**config.mk**
```make
export PLATFORM = sky130hd
export DESIGN_NAME = trim_supervisor
export DESIGN_NICKNAME = d
export VERILOG_FILES = /design/src/rtl/trim_sup_pkg.sv /design/src/rtl/trim_sup_sync.sv /design/src/rtl/trim_sup_criteria.sv /design/src/rtl/trim_sup_core.sv /design/src/rtl/trim_supervisor.sv
export SDC_FILE = /design/constraint.sdc
export NUM_CORES = 1
export LEC_CHECK = 0
export ABC_AREA = 1
export BUFFER_PORTS_ARGS = -buffer_cell sky130_fd_sc_hd__buf_2
export CAP_MARGIN = 20
export CORE_AREA = 3 3 40 42
export CTS_CLUSTER_DIAMETER = 200
export CTS_CLUSTER_SIZE = 24
export DETAILED_ROUTE_END_ITERATION = 12
export DIE_AREA = 0 0 43 45
export PLACE_DENSITY = 0.69
export SETUP_SLACK_MARGIN = 0.5
export SYNTH_ARGS = -nofsm -noshare
export SYNTH_HDL_FRONTEND = slang
export SYNTH_SLANG_ARGS = --single-unit
```
**constraint.sdc**
```tcl
create_clock -name clk -period 1.08 [get_ports clk]
set_input_delay 0.108 -clock clk [delete_from_list [all_inputs] [get_ports clk]]
set_output_delay 0.108 -clock clk [all_outputs]
set_load 0.02 [all_outputs]
```
**src/rtl/trim_sup_pkg.sv**
```systemverilog
package trim_sup_pkg;

    typedef enum logic [2:0] {
        RSN_NONE   = 3'd0,
        RSN_PADDLE = 3'd1,
        RSN_BUTTON = 3'd2,
        RSN_POWER  = 3'd3,
        RSN_MODE   = 3'd4,
        RSN_GEAR   = 3'd5,
        RSN_INTEG  = 3'd6
    } reason_e;

    typedef enum logic {
        ST_IDLE    = 1'b0,
        ST_ENGAGED = 1'b1
    } eng_state_e;

    typedef struct packed {
        logic power_ok;
        logic integ_ok;
        logic mode_ok;
        logic gear_ok;
    } crit_t;

    function automatic logic crit_all(input crit_t c);
        return c.power_ok & c.integ_ok & c.mode_ok & c.gear_ok;
    endfunction

    // Priority: power, integrity, mode, gear
    function automatic reason_e pick_reason(input crit_t c);
        if (!c.power_ok)      return RSN_POWER;
        else if (!c.integ_ok) return RSN_INTEG;
        else if (!c.mode_ok)  return RSN_MODE;
        else                  return RSN_GEAR;
    endfunction

endpackage

```
**src/rtl/trim_sup_sync.sv**
```systemverilog
module trim_sup_sync #(
    parameter int STAGES = 2
) (
    input  logic clk,
    input  logic rst,
    input  logic raw,
    output logic level,
    output logic rise
);
    logic [STAGES-1:0] stg;
    logic              prev;

    always_ff @(posedge clk) begin
        if (rst) begin
            stg  <= '0;
            prev <= 1'b0;
        end else begin
            stg  <= {stg[STAGES-2:0], raw};
            prev <= stg[STAGES-1];
        end
    end

    assign level = stg[STAGES-1];
    assign rise  = stg[STAGES-1] & ~prev;
endmodule

```
**src/rtl/trim_sup_criteria.sv**
```systemverilog
module trim_sup_criteria
    import trim_sup_pkg::*;
#(
    parameter int NUM_MODES = 4
) (
    input  logic                 power_on,
    input  logic [NUM_MODES-1:0] mode_sel,
    input  logic                 gear_down,
    input  logic                 gear_override,
    input  logic                 integrity_fail,
    output crit_t                crit
);
    logic single_mode;

    always_comb begin
        single_mode   = (mode_sel != '0) &&
                        ((mode_sel & (mode_sel - 1'b1)) == '0);
        crit.power_ok = power_on;
        crit.integ_ok = ~integrity_fail;
        crit.mode_ok  = single_mode;
        crit.gear_ok  = ~gear_down | gear_override;
    end
endmodule

```
**src/rtl/trim_sup_core.sv**
```systemverilog
module trim_sup_core
    import trim_sup_pkg::*;
(
    input  logic    clk,
    input  logic    rst,
    input  logic    frame_tick,
    input  logic    btn_rise,
    input  logic    paddle,
    input  logic    power_on,
    input  crit_t   crit,
    output logic    engaged,
    output logic    trim_pulse,
    output logic    fault_latch,
    output reason_e reason
);
    eng_state_e state;
    logic       pend;
    logic       press;
    logic       ok_all;
    reason_e    fail_rsn;

    assign press    = pend | btn_rise;
    assign ok_all   = crit_all(crit);
    assign fail_rsn = pick_reason(crit);

    always_ff @(posedge clk) begin
        if (rst) begin
            state       <= ST_IDLE;
            pend        <= 1'b0;
            reason      <= RSN_NONE;
            fault_latch <= 1'b0;
            trim_pulse  <= 1'b0;
        end else begin
            trim_pulse <= 1'b0;
            if (paddle) begin
                if (state == ST_ENGAGED) reason <= RSN_PADDLE;
                state <= ST_IDLE;
                pend  <= 1'b0;
            end else if (frame_tick) begin
                pend <= 1'b0;
                if (state == ST_ENGAGED) begin
                    if (!ok_all) begin
                        state  <= ST_IDLE;
                        reason <= fail_rsn;
                        if (fail_rsn == RSN_INTEG) fault_latch <= 1'b1;
                    end else if (press) begin
                        state  <= ST_IDLE;
                        reason <= RSN_BUTTON;
                    end else begin
                        trim_pulse <= 1'b1;
                    end
                end else if (press && ok_all) begin
                    state      <= ST_ENGAGED;
                    trim_pulse <= 1'b1;
                end
            end else if (btn_rise) begin
                pend <= 1'b1;
            end
            if (!power_on) fault_latch <= 1'b0;
        end
    end

    assign engaged = (state == ST_ENGAGED);
endmodule

```
**src/rtl/trim_supervisor.sv**
```systemverilog
module trim_supervisor
    import trim_sup_pkg::*;
#(
    parameter int                   NUM_MODES      = 4,
    parameter logic [NUM_MODES-1:0] TRIM_MODE_MASK = 4'b0011,
    parameter int                   SYNC_STAGES    = 2
) (
    input  logic                 clk,
    input  logic                 rst,
    input  logic                 frame_tick,
    input  logic                 couple_btn,
    input  logic                 paddle_sw,
    input  logic                 power_on,
    input  logic [NUM_MODES-1:0] mode_sel,
    input  logic                 gear_down,
    input  logic                 gear_override,
    input  logic                 integrity_fail,
    output logic                 coupled,
    output logic                 trim_en,
    output logic                 lamp_trims,
    output logic                 lamp_coupled,
    output logic                 lamp_fault,
    output logic [2:0]           last_reason
);
    localparam int NUM_BTN = 2;

    logic [NUM_BTN-1:0] raw_btn;
    logic [NUM_BTN-1:0] lvl_btn;
    logic [NUM_BTN-1:0] rise_btn;
    logic               paddle_s;
    crit_t              crit;
    reason_e            reason;

    assign raw_btn = {paddle_sw, couple_btn};

    for (genvar i = 0; i < NUM_BTN; i++) begin : g_sync
        trim_sup_sync #(.STAGES(SYNC_STAGES)) u_sync (
            .clk   (clk),
            .rst   (rst),
            .raw   (raw_btn[i]),
            .level (lvl_btn[i]),
            .rise  (rise_btn[i])
        );
    end

    assign paddle_s = lvl_btn[1];

    trim_sup_criteria #(.NUM_MODES(NUM_MODES)) u_crit (
        .power_on       (power_on),
        .mode_sel       (mode_sel),
        .gear_down      (gear_down),
        .gear_override  (gear_override),
        .integrity_fail (integrity_fail),
        .crit           (crit)
    );

    trim_sup_core u_core (
        .clk         (clk),
        .rst         (rst),
        .frame_tick  (frame_tick),
        .btn_rise    (rise_btn[0]),
        .paddle      (paddle_s),
        .power_on    (power_on),
        .crit        (crit),
        .engaged     (coupled),
        .trim_pulse  (trim_en),
        .fault_latch (lamp_fault),
        .reason      (reason)
    );

    assign last_reason  = reason;
    assign lamp_coupled = coupled;
    assign lamp_trims   = power_on && ((mode_sel & TRIM_MODE_MASK) != '0);
endmodule

```
---- After elaboration in Yosys (flattened, before gate mapping) ----
Cells that the tools add are included.
storage, ports and cells
  register bits after elaboration ......... 12
  input bits .............................. 13
  output and inout port bits .............. 8
cells by class
  $add $sub $neg .......................... 1
  equality and inequality tests ........... 2
  muxes and demuxes ....................... 13
  bitwise operators ....................... 14
  reductions and logical operators ........ 13
operator list
  cell                   number
  $mux W3                8
  $reduce_bool A4 Y1     2
  $not A1 Y1             7
  $reduce_or A3 Y1       2
  $mux W1                5
  $reduce_and A5 Y1      1
  $and A1 B1 Y1          4
  $and A4 B4 Y4          1
  $logic_not A4 Y1       1
  $reduce_or A2 Y1       2
  $sub A4 B1 Y4 const B  1
  $eq A3 B3 Y1 const B   1
  $logic_and A1 B1 Y1    3
  $ne A3 B2 Y1 const B   1
  $reduce_and A3 Y1      1
  $or A1 B1 Y1           2
  $reduce_bool A2 Y1     1

---- Depth between registers and ports, before layout ----
Gate-level depths: netlist of run 1.
  depth in word-level cells ............... 11
  depth in mapped cells ................... 9
  depth with buffers taken out ............ 9

---- Modules after synthesis ----
A second synthesis of run 1 with hierarchy kept.
unflattened totals
  cells, all modules ...................... 103
  area total of the unflattened synthesis .. 658.1 um^2
modules (own cells, without submodules)
  module             instances  cells each  area an instance (um^2)  sequential area each (um^2)
  trim_sup_core      1          60          386.6                    140.1
  trim_sup_sync      2          10          86.3                     60.1
  trim_sup_criteria  1          19          80.1                     0.0
  trim_supervisor    1          4           18.8                     0.0

---- Least setup slack after synthesis of run 1 ----
No wires, ideal clock.
  kind .................................... flip-flop to flip-flop
  from .................................... register u_core.state, in the netlist u_core.engaged
  to ...................................... register u_core.reason[0]
  arrival ................................. 0.893 ns
  slack ................................... 0.072 ns
  cell stages (with the launch flop) ...... 6
  period minus slack after synthesis ...... 1.008 ns
  cell sequence ........................... dfxtp_1 > nand2_1 > inv_1 > nand2_2 > a21oi_1 > nor2_1
on the way
  cells in the longest elaborated chain, start to end .. 1
RTL lines
  what                         RTL line             source
  from (decl)                  trim_sup_core.sv:16  eng_state_e state;
  from (signal assigned)       trim_sup_core.sv:28  state <= ST_IDLE;
  from (signal assigned)       trim_sup_core.sv:37  state <= ST_IDLE;
  from (signal assigned)       trim_sup_core.sv:43  state <= ST_IDLE;
  $reduce_and A3 Y1 (no line)  --
  to (signal assigned)         trim_sup_core.sv:44  reason <= fail_rsn;
  to (decl)                    trim_sup_core.sv:14  output reason_e reason
Every way passes these cells.
A chain may end at the register's enable or synchronous reset.

---- Worst setup path after layout of run 1 ----
  from .................................... register g_sync[0].u_sync.stg[1]
  to ...................................... register u_core.reason[2]
on the way
  cells in the longest elaborated chain, start to end .. 4
RTL lines
  what                         RTL line             source
  from (decl)                  trim_sup_sync.sv:10  logic [STAGES-1:0] stg;
  from (signal assigned)       trim_sup_sync.sv:18  stg <= {stg[STAGES-2:0], raw};
  $and A1 B1 Y1                trim_sup_sync.sv:24  assign rise = stg[STAGES-1] & ~prev;
  $or A1 B1 Y1                 trim_sup_core.sv:22  assign press = pend | btn_rise;
  $ne A3 B2 Y1 (no line)       --
  $reduce_and A3 Y1 (no line)  --
Every way passes these cells.

==> summary.txt, run 1 <==
Status
  • Outcome: finished, final reports clean

Power
  • VDD IR max: 0.751 mV
  • Seq pwr share: 48.0%
  • Combinational cell fraction of total power: 16.0%
  • Static leakage: 0.462 nW
  • Internal: 0.000720 W
  • Tot Pwr: 0.000947 W
  • Clk network pwr share: 36.0%
  • Pwr Density: 1030 mW/mm2
  • P_sw: 0.000227 W
  • Sw Ratio: 24.0%

Setup path
  • Source of the worst register-to-register timing path: g_sync[0].u_sync.stg[1]
  • CP endpoint: u_core.reason[2]
  • Critical Path Fanout Max: 5
  • RR Endpoint: u_core.reason[2]
  • Worst EP required: 1.24 ns
  • Arr. time, crit path: 1.20 ns
  • Critical path class: reg2reg
  • Worst Setup SP: g_sync[0].u_sync.stg[1]
  • CP startpoint kind: flip-flop
  • CP endpoint kind: flip-flop
  • Reg2Reg Depth: 8
  • FF-to-FF setup slack: 0.04 ns

Synthesis
  • Mean post-synth cell area: 6.70 um2
  • Cell variety after synth: 16
  • Synth warn: 0
  • Synth area leaders: dfxtp_1 (41%), inv_1 (13%), nand2_1 (11%)
  • Syn Nets: 100
  • Flops & latches, synth: 12
  • Post-synth top area share: 41.2%
  • Post-synth EDFFs: 0
  • Mapped Area: 583 um2
  • Synth area leader: dfxtp_1
  • Async set or reset register ratio after synthesis: 0%
  • Register area share after synthesis: 41.2%
  • Post-Synthesis Cells: 87
  • Post-synth top flop: dfxtp_1

Floorplan
  • Die ar.: 0.00194 mm2
  • Chip Width: 43 um
  • Die H: 45 um
  • Starting Density: 45.4%
  • Core area: 0.00128 mm2
  • I/O pins: 21
  • # rows: 13

STA
  • Setup violators final: 0
  • Unrepaired setup endpoints after global routing: true
  • Hold Fails Final Rpt: 0
  • Final Max Tran Viols: 0
  • Worst-Margin Slew: 0.204 ns
  • Max Freq: 960 MHz
  • Fin Setup TNS: 0 ns
  • PnR worst setup slack: 0.0381 ns
  • Max transition margin: 86.4%
  • Skew final: 0.00398 ns
  • Fin crit share: 96.5%
  • Post-layout minimum cycle time: 1.04 ns

Routing
  • Residual DRC count: 0
  • DR WL/cell: 11.4 um
  • Via density per instance: 4.93
  • Via count: 631
  • 1st-pass router iterations: 2
  • Drt total wl: 1.46 mm
  • DRT iter0 DRCs: 8
  • Routed Antenna Nets: 0

Place
  • Gp weighted congestion: 0.735
  • Pre-CTS setup slack: 0.0215 ns
  • I/O Buffers: 20
  • DP Wirelength: 914 um

Layout
  • Number of diodes: 0
  • Final nets: 127
  • Commonest non-fill, non-tap cell in the layout: inv_1
  • Layout cell share with drive strength beyond 1: 51.3%
  • P&R area growth vs syn: 57.5%
  • Commonest cells after routing, fill and taps aside: inv_1 (16), nand2_1 (15), nor2_1 (9), buf_2 (9), buf_6 (9)

Global route
  • GRT Overall Usage: 15.6%
  • First-pass GRT wire length: 2.25 mm
  • Initial antenna violation count: 0
  • Largest net degree at the start of global routing: 8
  • Grt ovf: 0
  • Vias in the first global route: 595

Clock tree
  • # hold bufs at CTS: 0
  • Worst-path clk slew: 0.07 ns
  • Worst skew pair latency: 0.26 ns
  • # H-tree levels: 1
  • CTS sink count: 12
  • Clock buffer depth: 2
  • CTS tree: done
  • CTS root buffer: clkbuf_4
  • CTS buffer count: 3

Flow run
  • Max_cap viols: 0

Min path
  • Worst hold path type: in2reg
-- worst max-delay path, stage by stage, from the launching register on --
cell,delay (ns)
dfxtp_2,0.32
inv_2,0.07
nor2_4,0.05
nor2_4,0.12
nand4_4,0.11
nand2_4,0.10
nand3_2,0.08
nand2_1,0.06
nor2_1,0.03
-- cell usage after synthesis, types with 2 or more instances --
cell	n
nand3_1	4
nor2_2	2
dfxtp_1	12
nor2_1	15
nand2_1	17
nand4_1	4
nand2_2	3
inv_1	20
a21oi_1	3
-- state kept, by name, indices dropped and copies added, names as in the netlist --
register            cells
u_core.reason           3
g_sync.u_sync.stg       4
u_core.fault_latch      1
u_core.trim_pulse       1
u_core.pend             1
u_core.engaged          1
g_sync.u_sync.prev      1
-- routing by layer --
layer	GRT usage, %	vias to the layer above	share of wire (%)
li1	-	315	-
met1	15.2	292	39
met2	28.1	18	53
met3	6.77	6	5.8
met4	8.43	0	2.7
met5	0	-	0
-- area by class of cell --
cell class	instances	area, um2
inverters	21	81.3
well taps	15	18.8
clock buffers	4	36.3
flip-flops and latches	12	253
multi-input cells	53	330
fillers	101	367
repair buffers	23	199
-- power by group through the flow --
stage	clock network [W]	registers, W	logic [W]
2_1_floorplan	0	0.000462	0.0000630
3_3_place_gp	0	0.000462	0.000104
3_5_place_dp	0	0.000463	0.000106
4_1_cts	0.000354	0.000452	0.000120
5_1_grt	0.000378	0.000456	0.000168
6_report	0.000341	0.000455	0.000152
-- per-stage QoR --
stage                     util, %  cells  cell area (um2)  hold slack (ns)
after CTS                    65.2    127              838           0.0369
after detailed placement     54.9    121              706            0.317
after global placement       54.9    121              706            0.311
after global routing         71.5    128              918           0.0421
final                        71.5    128              918           0.0419
after floorplan                 -     87              598            0.179
-- how the worst min path moves through the flow --
stage | startpoint | end | cells after the start
floorplan | rst | g_sync[0].u_sync.stg[0] | 1
global placement | couple_btn | g_sync[0].u_sync.stg[0] | 3
detailed placement | couple_btn | g_sync[0].u_sync.stg[0] | 3
CTS | paddle_sw | g_sync[1].u_sync.stg[0] | 3
global route | couple_btn | g_sync[0].u_sync.stg[0] | 3
finish | couple_btn | g_sync[0].u_sync.stg[0] | 3
-- cells by family after synthesis --
logic type / Yosys count / synth area share, %
flops: 12 / 41.2
buf+inv: 22 / 14.8
compound gates: 5 / 4.51
simple gates: 48 / 39.5
-- timing repair --
| item | CTS | global route |
|---|---|---|
| pin swaps | 5 | 7 |
| setup endpoints to repair | 15 | 15 |
| gates resized for setup | 29 | 22 |
| buffers inserted | 2 | 1 |
(Power assumes the default switching activity.)
==> run 2, diff against run 1 <==
Settings changed: ABC_AREA 1 to default, CORE_AREA 3 3 40 42 to default, CORE_MARGIN from default to 3, CORE_UTILIZATION from default to 45, DIE_AREA 0 0 43 45 to default, PLACE_DENSITY 0.69 to 0.7.
==> summary.txt, run 2 <==
Power
  • Static leakage: 0.453 nW (was 0.462 nW)
  • VDD IR max: 0.671 mV (was 0.751 mV)
  • Pwr Density: 872 mW/mm2 (was 1030 mW/mm2)

Place
  • Gp weighted congestion: 0.752 (was 0.735)
  • Post-DP Area: 761 um2 (was 706 um2)
  • DP Wirelength: 1.06 mm (was 914 um)
  • Placed cells: 98 (was 121)
  • I/O Buffers: 20 (unchanged)

Setup path
  • Arr. time, crit path: 1.39 ns (was 1.20 ns)
  • Critical path class: reg2reg (unchanged)
  • Source of the worst register-to-register timing path: g_sync[0].u_sync.prev (was g_sync[0].u_sync.stg[1])
  • FF-to-FF setup slack: -0.13 ns (was 0.04 ns)
  • Worst EP required: 1.26 ns (was 1.24 ns)
  • Critical Path Fanout Max: 3 (was 5)
  • Largest stage delay, worst path: 0.32 ns (about the same)
  • CP startpoint kind: flip-flop (unchanged)
  • CP endpoint kind: flip-flop (unchanged)
  • RR Endpoint: u_core.engaged (was u_core.reason[2])
  • Worst path cell trace: inv_2 -> buf_6 -> a21o_1 -> nand4_1 -> a311oi_2 (was inv_2 -> nor2_4 -> nor2_4 -> nand4_4 -> nand2_4 -> nand3_2 -> nand2_1 -> nor2_1)
  • CP max stage cell: dfxtp_2 (unchanged)
  • Reg2Reg Depth: 5 (was 8)

Synthesis
  • Mean post-synth cell area: 9.58 um2 (was 6.70 um2)
  • Post-synth top flop: dfxtp_1 (unchanged)
  • Post-synth top area share: 41.1% (was 41.2%)
  • Synth area leader: dfxtp_1 (unchanged)
  • Flops & latches, synth: 12 (unchanged)
  • Synth area leaders: dfxtp_1 (41%), nor2b_1 (5.4%), nand2_1 (3.2%) (was dfxtp_1 (41%), inv_1 (13%), nand2_1 (11%))
  • Mapped Area: 584 um2 (was 583 um2)
  • Cell variety after synth: 32 (was 16)
  • Syn Nets: 74 (was 100)
  • Register area share after synthesis: 41.1% (was 41.2%)
  • Synth warn: 0 (unchanged)
  • Top-count cell post-synth: dfxtp_1 (was inv_1)
  • Post-Synthesis Cells: 61 (was 87)
  • Post-synth top cells: dfxtp_1 (12), nand2_1 (5), nor2b_1 (5) (was inv_1 (20), nand2_1 (17), nor2_1 (15))
  • Post-synth EDFFs: 0 (unchanged)
  • Async set or reset register ratio after synthesis: 0% (unchanged)

Clock tree
  • Worst skew pair latency: 0.27 ns (was 0.26 ns)
  • Worst-path clk slew: 0.07 ns (about the same)
  • CTS tree: done (unchanged)
  • # H-tree levels: 1 (unchanged)
  • CTS buffer count: 3 (unchanged)
  • CTS sink count: 12 (unchanged)
  • Clock buffer depth: 2 (unchanged)
  • CTS root buffer: clkbuf_4 (unchanged)

Floorplan
  • Die H: 42.0 um (was 45 um)
  • # rows: 12 (was 13)
  • Die ar.: 0.00177 mm2 (was 0.00194 mm2)
  • Core area: 0.00116 mm2 (was 0.00128 mm2)
  • I/O pins: 21 (unchanged)
  • Starting Density: 50.5% (was 45.4%)
  • Chip Width: 42.0 um (was 43 um)

Layout
  • Fin area: 0.00103 mm2 (was 918 um2)
  • Reg with most FFs: g_sync.u_sync.stg (unchanged)
  • P&R area growth vs syn: 76.2% (was 57.5%)
  • Max FFs per register: 4 (unchanged)
  • # fillers: 50 (was 101)
  • Layout cell share with drive strength beyond 1: 71.1% (was 51.3%)
  • Number of diodes: 0 (unchanged)
  • Final nets: 111 (was 127)
  • Fin cells: 111 (was 128)
  • Top Registers: g_sync.u_sync.stg x4, u_core.reason x3 (unchanged)
  • Commonest non-fill, non-tap cell in the layout: buf_6 (was inv_1)
  • Multi-input logic area: 425 um2 (was 330 um2)
  • Register area: 259 um2 (was 253 um2)
  • Final core area utilization: 89.1% (was 71.5%)
  • Commonest cells after routing, fill and taps aside: buf_6 (12), buf_2 (10), buf_4 (10), dfxtp_2 (6), nor2b_1 (4) (was inv_1 (16), nand2_1 (15), nor2_1 (9), buf_2 (9), buf_6 (9))

Global route
  • Vias in the first global route: 634 (was 595)
  • Grt ovf: 0 (unchanged)
  • Largest net degree at the start of global routing: 13 (was 8)
  • First-pass GRT wire length: 2.97 mm (was 2.25 mm)
  • GRT Overall Usage: 22.1% (was 15.6%)
  • Initial antenna violation count: 0 (unchanged)

STA
  • Final Max Tran Viols: 0 (unchanged)
  • Fin crit share: 112% (was 96.5%)
  • Max transition margin: 81.1% (was 86.4%)
  • Final hold slack: 0.0527 ns (was 0.0419 ns)
  • Hold Fails Final Rpt: 0 (unchanged)
  • Worst-Margin Slew: 0.283 ns (was 0.204 ns)
  • Fin Setup TNS: -0.517 ns (was 0 ns)
  • Unrepaired setup endpoints after global routing: true (unchanged)
  • Post-layout minimum cycle time: 1.21 ns (was 1.04 ns)
  • Setup violators final: 6 (was 0)
  • Skew final: 0.0131 ns (was 0.00398 ns)
  • PnR worst setup slack: -0.130 ns (was 0.0381 ns)
  • Max Freq: 826 MHz (was 960 MHz)

Routing
  • Via density per instance: 5.68 (was 4.93)
  • Via count: 631 (unchanged)
  • DRT iter0 DRCs: 16 (was 8)
  • DR WL/cell: 17.9 um (was 11.4 um)
  • 1st-pass router iterations: 4 (was 2)
  • Drt total wl: 1.99 mm (was 1.46 mm)
  • Residual DRC count: 0 (unchanged)
  • Routed Antenna Nets: 0 (unchanged)

Flow run
  • Max_cap viols: 0 (unchanged)

Min path
  • Hold Path Depth: 2 (was 3)
  • Worst Hold End: g_sync[0].u_sync.stg[0] (unchanged)
  • Worst hold path type: in2reg (unchanged)
  • Worst Hold Launch: couple_btn (unchanged)

Status
  • Failing checks: negative setup slack
  • Outcome: finished, violations left (was finished, final reports clean)
-- run 2: critical path: cells and delay by family (launching register included) --
family	cells	cell delay, ns
compound gates	2	0.45
buf+inv	2	0.20
flops	1	0.32
simple gates	1	0.14
-- run 2: logic make-up after synthesis --
family / share of synthesized area, %
buf+inv: 5.14
compound gates: 21.6
xor+xnor: 1.50
simple gates: 30.6
flops: 41.1
-- run 2: cell type report --
| type | count | area share, % |
|---|---|---|
| tap | 14 | 1.70 |
| sequential | 12 | 25.2 |
| inverter | 3 | 1.09 |
| multi-input combinational | 44 | 41.3 |
| timing repair buffer | 34 | 28.2 |
| clock buffer | 4 | 2.55 |
-- run 2: power breakdown --
group	switching, W	total [W]	leakage [nW]	internal (W)
clock network	0.000136	0.000278	0.0150	0.000143
registers	0.00000929	0.000456	0.103	0.000446
logic	0.0000844	0.000164	0.335	0.0000799
-- run 2: routing by layer --
layer  GRT usage [%]  share of wire (%)  vias up
li1                -                  -      303
met2            38.3                 53       19
met3            8.58                3.6        2
met1            25.5                 42      307
met5               0                  0        -
met4            4.97                1.1        0
-- run 2: timing repair --
action / in CTS / in global routing
endpoints found under the setup margin: 15 / 16
pin swaps: 15 / 6
setup buffers: 4 / 5
hold buffers: 0 / 0
gates resized for setup: 37 / 11
-- run 2: how the worst max path moves through the flow --
stage                     startpoint  slack, ns  cells after the start          endpoint
5_1_grt                  u_core.pend      -0.23                      3    u_core.engaged
6_report       g_sync[0].u_sync.prev      -0.13                      5    u_core.engaged
2_1_floorplan         u_core.engaged      -0.05                      3  u_core.reason[0]
3_3_place_gp             mode_sel[0]      -0.18                      5  u_core.reason[0]
3_5_place_dp             mode_sel[0]      -0.20                      5  u_core.reason[0]
4_1_cts               u_core.engaged       -0.1                      3  u_core.reason[0]
-- run 2: per-stage QoR --
stage	setup WS, ns	total power [W]
6_report	-0.130	0.000898
5_1_grt	-0.227	0.000950
4_1_cts	-0.0996	0.000891
3_5_place_dp	-0.198	0.000583
3_3_place_gp	-0.177	0.000580
2_1_floorplan	-0.0472	0.000532
